--- config.mk ---
export PLATFORM = sky130hd
export DESIGN_NAME = pmode_ctrl
export DESIGN_NICKNAME = d
export VERILOG_FILES = /design/src/rtl/pmode_pkg.sv /design/src/rtl/pmode_next.sv /design/src/rtl/pmode_outdec.sv /design/src/rtl/pmode_ctrl.sv
export SDC_FILE = /design/constraint.sdc
export NUM_CORES = 1
export LEC_CHECK = 0
export ABC_AREA = 0
export CAP_MARGIN = 25
export CORE_AREA = 2 2 39 41
export DETAILED_ROUTE_END_ITERATION = 10
export DIE_AREA = 0 0 41 43
export PLACE_DENSITY = 0.67
export SLEW_MARGIN = 20
export SYNTH_ARGS = -nofsm -noshare
export SYNTH_HDL_FRONTEND = slang
export SYNTH_SLANG_ARGS = --single-unit
--- constraint.sdc ---
create_clock -name clk -period 2.01 [get_ports clk]
set_clock_uncertainty 0.2 [all_clocks]
set_input_delay 0.201 -clock clk [delete_from_list [all_inputs] [get_ports clk]]
set_output_delay 0.201 -clock clk [all_outputs]
set_load 0.03 [all_outputs]
--- src/rtl/pmode_pkg.sv ---
package pmode_pkg;
    localparam int MODE_W = 3;
    localparam int REG_W  = 2;

    typedef enum logic [MODE_W-1:0] {
        ST_RUN    = 3'd0,
        ST_LPRUN  = 3'd1,
        ST_WAIT   = 3'd2,
        ST_LPWAIT = 3'd3,
        ST_SSTOP  = 3'd4,
        ST_DSTOP  = 3'd5
    } pm_state_e;

    typedef enum logic [REG_W-1:0] {
        REG_ON   = 2'd0,
        REG_STBY = 2'd1,
        REG_PPD  = 2'd2
    } reg_code_e;

    typedef struct packed {
        logic      cpu;
        logic      per;
        logic      low;
        logic      dbg;
        reg_code_e regc;
    } pm_out_t;
endpackage

--- src/rtl/pmode_next.sv ---
module pmode_next
    import pmode_pkg::*;
(
    input  pm_state_e state,
    input  logic      dbg_en,
    input  logic      mon_en,
    input  logic      lprun_req,
    input  logic      ppd_sel,
    input  logic      stop_en,
    input  logic      wait_stb,
    input  logic      stop_stb,
    input  logic      wake,
    output pm_state_e nxt,
    output logic      illegal,
    output logic      dwake
);
    logic quiet;      // no debug, no monitor
    pm_state_e stop_tgt;

    assign quiet    = !dbg_en && !mon_en;
    assign stop_tgt = (ppd_sel && quiet) ? ST_DSTOP : ST_SSTOP;

    always_comb begin
        nxt     = state;
        illegal = 1'b0;
        dwake   = 1'b0;
        unique case (state)
            ST_RUN: begin
                if (stop_stb) begin
                    if (stop_en) nxt = stop_tgt;
                    else         illegal = 1'b1;
                end else if (wait_stb) begin
                    nxt = ST_WAIT;
                end else if (lprun_req && quiet) begin
                    nxt = ST_LPRUN;
                end
            end
            ST_LPRUN: begin
                if (stop_stb) begin
                    if (stop_en) nxt = stop_tgt;
                    else         illegal = 1'b1;
                end else if (wait_stb) begin
                    nxt = ST_LPWAIT;
                end else if (!lprun_req) begin
                    nxt = ST_RUN;
                end
            end
            ST_WAIT:   if (wake) nxt = ST_RUN;
            ST_LPWAIT: if (wake) nxt = ST_LPRUN;
            ST_SSTOP:  if (wake) nxt = ST_RUN;
            ST_DSTOP: begin
                if (wake) begin
                    nxt   = ST_RUN;
                    dwake = 1'b1;
                end
            end
            default: nxt = ST_RUN;
        endcase
    end
endmodule

--- src/rtl/pmode_outdec.sv ---
module pmode_outdec
    import pmode_pkg::*;
(
    input  pm_state_e state,
    input  logic      dbg_en,
    input  logic      mon_en,
    input  logic      mon_stop_en,
    output pm_out_t   o
);
    logic stop_keep_on;

    assign stop_keep_on = dbg_en || (mon_en && mon_stop_en);

    always_comb begin
        o = '{cpu: 1'b1, per: 1'b1, low: 1'b0, dbg: dbg_en, regc: REG_ON};
        unique case (state)
            ST_RUN: ;
            ST_LPRUN: begin
                o.low  = 1'b1;
                o.regc = REG_STBY;
            end
            ST_WAIT: o.cpu = 1'b0;
            ST_LPWAIT: begin
                o.cpu  = 1'b0;
                o.low  = 1'b1;
                o.regc = REG_STBY;
            end
            ST_SSTOP: begin
                o.cpu  = 1'b0;
                o.per  = 1'b0;
                o.regc = stop_keep_on ? REG_ON : REG_STBY;
            end
            ST_DSTOP: begin
                o.cpu  = 1'b0;
                o.per  = 1'b0;
                o.dbg  = 1'b0;
                o.regc = REG_PPD;
            end
            default: ;
        endcase
    end
endmodule

--- src/rtl/pmode_ctrl.sv ---
module pmode_ctrl
    import pmode_pkg::*;
(
    input  logic              clk,
    input  logic              rst,
    input  logic              dbg_en,
    input  logic              mon_en,
    input  logic              mon_stop_en,
    input  logic              lprun_req,
    input  logic              ppd_sel,
    input  logic              stop_en,
    input  logic              wait_stb,
    input  logic              stop_stb,
    input  logic              wake,
    output logic [MODE_W-1:0] mode_code,
    output logic              cpu_clk_en,
    output logic              per_clk_en,
    output logic              per_low_speed,
    output logic              dbg_clk_en,
    output logic [REG_W-1:0]  reg_state,
    output logic              deep_wake,
    output logic              illegal_stop
);
    pm_state_e state_q, state_d;
    logic      illegal_d, dwake_d;
    pm_out_t   dec;

    pmode_next u_next (
        .state(state_q), .dbg_en(dbg_en), .mon_en(mon_en),
        .lprun_req(lprun_req), .ppd_sel(ppd_sel), .stop_en(stop_en),
        .wait_stb(wait_stb), .stop_stb(stop_stb), .wake(wake),
        .nxt(state_d), .illegal(illegal_d), .dwake(dwake_d)
    );

    pmode_outdec u_dec (
        .state(state_d), .dbg_en(dbg_en), .mon_en(mon_en),
        .mon_stop_en(mon_stop_en), .o(dec)
    );

    // state register
    always_ff @(posedge clk) begin
        if (rst) state_q <= ST_RUN;
        else     state_q <= state_d;
    end

    // registered outputs, decoded from the state being entered
    always_ff @(posedge clk) begin
        if (rst) begin
            cpu_clk_en    <= 1'b1;
            per_clk_en    <= 1'b1;
            per_low_speed <= 1'b0;
            dbg_clk_en    <= 1'b0;
            reg_state     <= REG_ON;
            deep_wake     <= 1'b0;
            illegal_stop  <= 1'b0;
        end else begin
            cpu_clk_en    <= dec.cpu;
            per_clk_en    <= dec.per;
            per_low_speed <= dec.low;
            dbg_clk_en    <= dec.dbg;
            reg_state     <= dec.regc;
            deep_wake     <= dwake_d;
            illegal_stop  <= illegal_d;
        end
    end

    assign mode_code = state_q;

    logic in_run;
    assign in_run = (state_q == ST_RUN) || (state_q == ST_LPRUN);

    assert_illegal_hold_R6: assert property (@(posedge clk) disable iff (rst)
        in_run && stop_stb && !stop_en |=> illegal_stop && mode_code == $past(mode_code));

    assert_shallow_forced_R8: assert property (@(posedge clk) disable iff (rst)
        in_run && stop_stb && stop_en && (dbg_en || mon_en) |=> mode_code == 3'd4);

    assert_deep_wake_R10: assert property (@(posedge clk) disable iff (rst)
        deep_wake |-> mode_code == 3'd0 && $past(mode_code) == 3'd5);

    assert_ppd_outputs_R7: assert property (@(posedge clk) disable iff (rst)
        mode_code == 3'd5 |-> reg_state == 2'd2 && !cpu_clk_en && !per_clk_en && !dbg_clk_en);

    assert_wait_cpu_off_R4: assert property (@(posedge clk) disable iff (rst)
        (mode_code == 3'd2 || mode_code == 3'd3) |-> !cpu_clk_en && per_clk_en);

    assert_strobes_ignored_R11: assert property (@(posedge clk) disable iff (rst)
        (state_q == ST_WAIT || state_q == ST_LPWAIT) && !wake |=> $stable(mode_code));
endmodule

### After elaboration in Yosys (flattened, before gate mapping)

Cells that the tools add are included.

* eq/ne operators: 10
* mux-type cells: 18
* bitwise logic cells: 3
* reduce and logical (&&, ||, !) cells: 16

Operators by type and width (count)
* $mux W3: 9
* $eq A3 B2 Y1 const B: 4
* $eq A3 B3 Y1 const B: 4
* $pmux W3 S4: 1
* $reduce_or A2 Y1: 5
* $mux W1: 7
* $eq A3 B1 Y1 const B: 2
* $pmux W2 S3: 1
* $reduce_or A3 Y1: 2
* $logic_and A1 B1 Y1: 4
* $reduce_or A4 Y1: 1
* $logic_not A3 Y1: 1
* $not A1 Y1: 3
* $logic_not A1 Y1: 2
* $logic_or A1 B1 Y1: 1

* register bits after elaboration: 11
* input bits: 11
* output and inout port bits: 11

### Logic depth before layout (Yosys ltp)

* depth after elaboration: 10
* depth in mapped cells: 5
* mapped depth without buffers: 5

### By module

Synthesis repeated with hierarchy kept, for this count alone.

* cells, all modules: 52
* area, all modules: 494.2 um^2

By module, submodules not included
* pmode_ctrl: times used 1, cells each 23, area each 300.3 um^2, sequential area each 220.2 um^2
* pmode_next: times used 1, cells each 19, area each 130.1 um^2, sequential area each 0.0 um^2
* pmode_outdec: times used 1, cells each 10, area each 63.8 um^2, sequential area each 0.0 um^2

### Worst setup path after synthesis

Ideal clock, no wire load.

* path type: register to register
* start: register state_q[2] (netlist: mode_code[2])
* end: register reg_state[0]
* setup time: 0.072 ns
* arrival: 1.442 ns
* setup slack: 0.296 ns
* stages on the path, launching flop included: 5
* clock period less this slack: 1.714 ns
* path through: dfxtp_1 > or4_1 > o32a_1 > o21ai_2 > mux2i_1

* cells in the longest elaborated chain, start to end: 7
* elaborated cells on any way between the ends: 23
* classes of those cells: eq/ne: 9; mux: 11; reduce/logical: 3

Ends and longest elaborated chain
* start: declaration: RTL line pmode_ctrl.sv:24 `pm_state_e state_q, state_d;`
* start signal: assignment: RTL line pmode_ctrl.sv:43 `else state_q <= state_d;`
* $mux W3, on equally long branches: RTL line pmode_next.sv:44, pmode_next.sv:34
* $mux W3, on equally long branches: RTL line pmode_next.sv:42, pmode_next.sv:32
* $mux W3, on equally long branches: RTL line pmode_next.sv:39, pmode_next.sv:29
* $pmux W3 S4 *: RTL line pmode_next.sv:27 `unique case (state)`
* $eq A3 B1 Y1 or $eq A3 B2 Y1 (tied branches): RTL line pmode_outdec.sv:16 `unique case (state)`
* $reduce_or A2 Y1 (no line)
* $pmux W2 S3 *: RTL line pmode_outdec.sv:16
* end signal: assignment: RTL line pmode_ctrl.sv:61 `reg_state <= dec.regc;`
* end: declaration: RTL line pmode_ctrl.sv:20 `output logic [REG_W-1:0] reg_state,`

Mark *: on every way between the ends. The rest lies on a longest branch, timed or not.
A chain may end at the register's enable or synchronous reset.

### Worst setup path in the final report

* start: register state_q[1] (netlist: mode_code[1])
* end: output mode_code[1]

RTL lines
* end: declaration: RTL line pmode_ctrl.sv:15 `output logic [MODE_W-1:0] mode_code,`

No word-level cell between the ends.

==> impl_metrics.py <==
metrics = {
    "routing": {
        "route.vias.total": 392,
        "via_per_inst": 4.67,
        "wl_microns": 961,
        "ant_nets": 0,
        "drc": 0,
        "first_iter_violations": 5,
        "firstDrtPassIters": 2,
        "wl_per_cell_microns": 11.4,
    },
    "global_route": {
        "grt_use_met1_pct": 15.9,
        "grt_pass1_wl_microns": 1500,
        "grt_max_degree": 9,
        "use_met2_pct": 18.8,
        "grt_pass1_vias": 383,
        "grtUsageTotal_pct": 12.5,
        "grt_remaining_overflow": 0,
        "top_usage_layer": "met2",
        "use_met3_pct": 3.14,
        "antenna_found_initial": 0,
    },
    "synthesis": {
        "ys_seq_area_share_pct": 50.0,
        "synth-edff-count": 0,
        "synth_top_area_share_pct": 50.0,
        "yosysTopAreaCell": "dfxtp_1",
        "yosysWarnings": 0,
        "synthesis.nets": 54,
        "synth_area_sq_um": 440,
        "ys.flop_type": "dfxtp_1",
        "synth.most_common_cell": "dfxtp_1",
        "synth.distinct_cells": 24,
        "synthTopCellsByArea": "dfxtp_1 50%, a2111oi_4 6.3%, nor2_1 4.3%, nor3b_1 3.4%, or2_1 2.8%",
        "synthTopCellsByCount": "11 x dfxtp_1, 5 x nor2_1",
        "syn-instance-count": 43,
        "postSynth.asyncResetShare_pct": 0,
        "syn_area_per_cell_sq_um": 10.2,
        "synth-seq-cells": 11,
    },
    "setup_path": {
        "worstPathArrival_ns": 1.41,
        "cp_slowest_cell": "clkdlybuf4s50_1",
        "critPathLaunchType": "flip-flop",
        "cp_max_fo": 8,
        "path_delay_family": "buffers and inverters",
        "critPathKind": "reg2out",
        "cp.buffers_inverters": 1,
        "path_cells": "clkdlybuf4s50_1",
        "end_kind": "primary output",
        "cp.required_ns": 1.61,
        "max_stage_delay_ns": 0.71,
    },
    "clock_tree": {
        "holdBufCountCts": 0,
        "cts_tree": "built",
        "clk_pin_slew_ns": 0.07,
        "cts_buffers": 3,
        "cts_max_path_buffers": 2,
        "cts-root-buf": "clkbuf_4",
        "clock_sinks": 11,
        "cts_resized": 0,
        "worstSkewPairLatency_ns": 0.26,
        "htreeDepth": 1,
        "cts_setup_buffers": 0,
    },
    "die": {
        "design.core.area_sq_mm": 0.00138,
        "num_io_pins": 22,
        "die_y_microns": 43,
        "rows": 14,
        "start_util_pct": 31.8,
        "die_area_sq_mm": 0.00176,
        "die_w_microns": 41,
    },
    "timing": {
        "finalCriticalPeriod_ns": 1.81,
        "slew_headroom_pct": 78.6,
        "rsz0062_at_grt": "false",
        "min_period_over_period_pct": 90.1,
        "tns_ns": 0,
        "slew_violations": 0,
        "worst_slack_ns": 0.198,
        "hold_viol": 0,
        "whs_ns": 0.298,
        "worstMarginPinSlew_ns": 0.321,
        "fmax_ghz": 0.552,
        "setup_viol": 0,
    },
    "cells_and_area": {
        "instances_no_fill": 84,
        "diodes": 0,
        "drive_above_1_share_pct": 8.82,
        "area_delta_synth_final_pct": 58.2,
        "finalNetCount": 80,
    },
    "power": {
        "irDropWorstVdd_mv": 0.306,
        "swShare_pct": 26.8,
        "p_seq_share_pct": 48.2,
        "power_density_mw_per_mm2": 697,
        "p_leak_nw": 0.260,
        "p_clk_share_pct": 30.9,
        "p_comb_share_pct": 20.9,
        "p_int_mw": 0.356,
        "p_switching_mw": 0.130,
    },
    "min_path": {
        "hp-class": "reg2reg",
    },
    "placed_design": {
        "io_buffer_count": 21,
        "place_inst": 80,
        "routabilityCongestion": 0.681,
        "dpl_worst_slack_ns": 0.0789,
        "dp_hpwl_microns": 715,
    },
    "status": {
        "outcome": "finished, final reports clean",
    },
    "flow_run": {
        "cap_violations": 0,
    },
}
-- logic make-up (layout without fill, tap and decap cells) --
kind of cell    after synthesis  in the layout  share of synthesized area [%]
simple gates                 21             21                           28.7
flops                        11             11                           50.0
compound gates                8              8                           17.3
buf+inv                       2             27                           1.71
mux                           1              1                           2.27
-- final cells by class --
type,instances,area [sq um]
Fill cell,138,687
Inverter,2,7.51
Timing Repair Buffer,21,210
Sequential cell,11,220
Multi-Input combinational cell,30,213
Tap cell,16,20.0
Clock buffer,4,26.3
-- power groups by stage --
stage	clock (mW)	combinational (mW)	sequential (mW)
6_report	0.150	0.101	0.234
5_1_grt	0.164	0.109	0.237
4_1_cts	0.156	0.102	0.234
3_5_place_dp	0	0.102	0.240
3_3_place_gp	0	0.102	0.239
2_1_floorplan	0	0.0302	0.260
-- registers in the layout, summed over array words and instances (netlist names) --
name / cells
per_clk_en: 1
cpu_clk_en: 1
illegal_stop: 1
deep_wake: 1
mode_code: 3
reg_state: 2
per_low_speed: 1
dbg_clk_en: 1
-- worst reg2reg max path, stage by stage, from the launching register on --
cell and delay, ns:
dfxtp_1 0.36, or4_1 0.53, o32a_1 0.21, o21ai_2 0.11, mux2i_1 0.20
-- placed cells by master (no fill, tap or decap) --
master,instances
or4_1,1
o21ai_0,1
nand2_1,2
or2b_1,1
a21oi_1,2
nor4b_1,1
nor3_1,1
dfxtp_1,11
or2_2,1
clkbuf_4,3
inv_1,2
o211ai_1,1
a211oi_1,1
and2_1,1
nor2_1,5
or2_1,2
nand3b_1,1
nand2b_1,1
mux2i_1,1
o21ai_2,1
nor3b_1,2
and3b_1,1
o32a_1,1
clkdlybuf4s50_1,21
nand4b_1,1
clkbuf_1,1
a2111oi_4,1
-- through the flow --
stage                     power (mW)  util, %  cell area, sq um
after floorplan                0.290        -               440
after global placement         0.341     48.5               671
after detailed placement       0.341     48.5               671
after CTS                      0.492     50.4               697
after global routing           0.510     50.4               697
final                          0.486     50.4               697
-- metal layers --
layer  vias up  routed length (microns)
li1        203                        -
met1       173                      483
met2        16                      401
met3         0                       75
met4         0                        0
met5         -                        0
-- final timing paths --
path	start	to	depth (start not counted)	slack, ns
min reg2reg	mode_code[0]	deep_wake	2	0.30
max	mode_code[1]	mode_code[1]	1	0.20
max reg2reg	mode_code[2]	reg_state[0]	4	0.33
min	mode_code[0]	deep_wake	2	0.30
No activity file was read; power rests on OpenSTA's default activity.
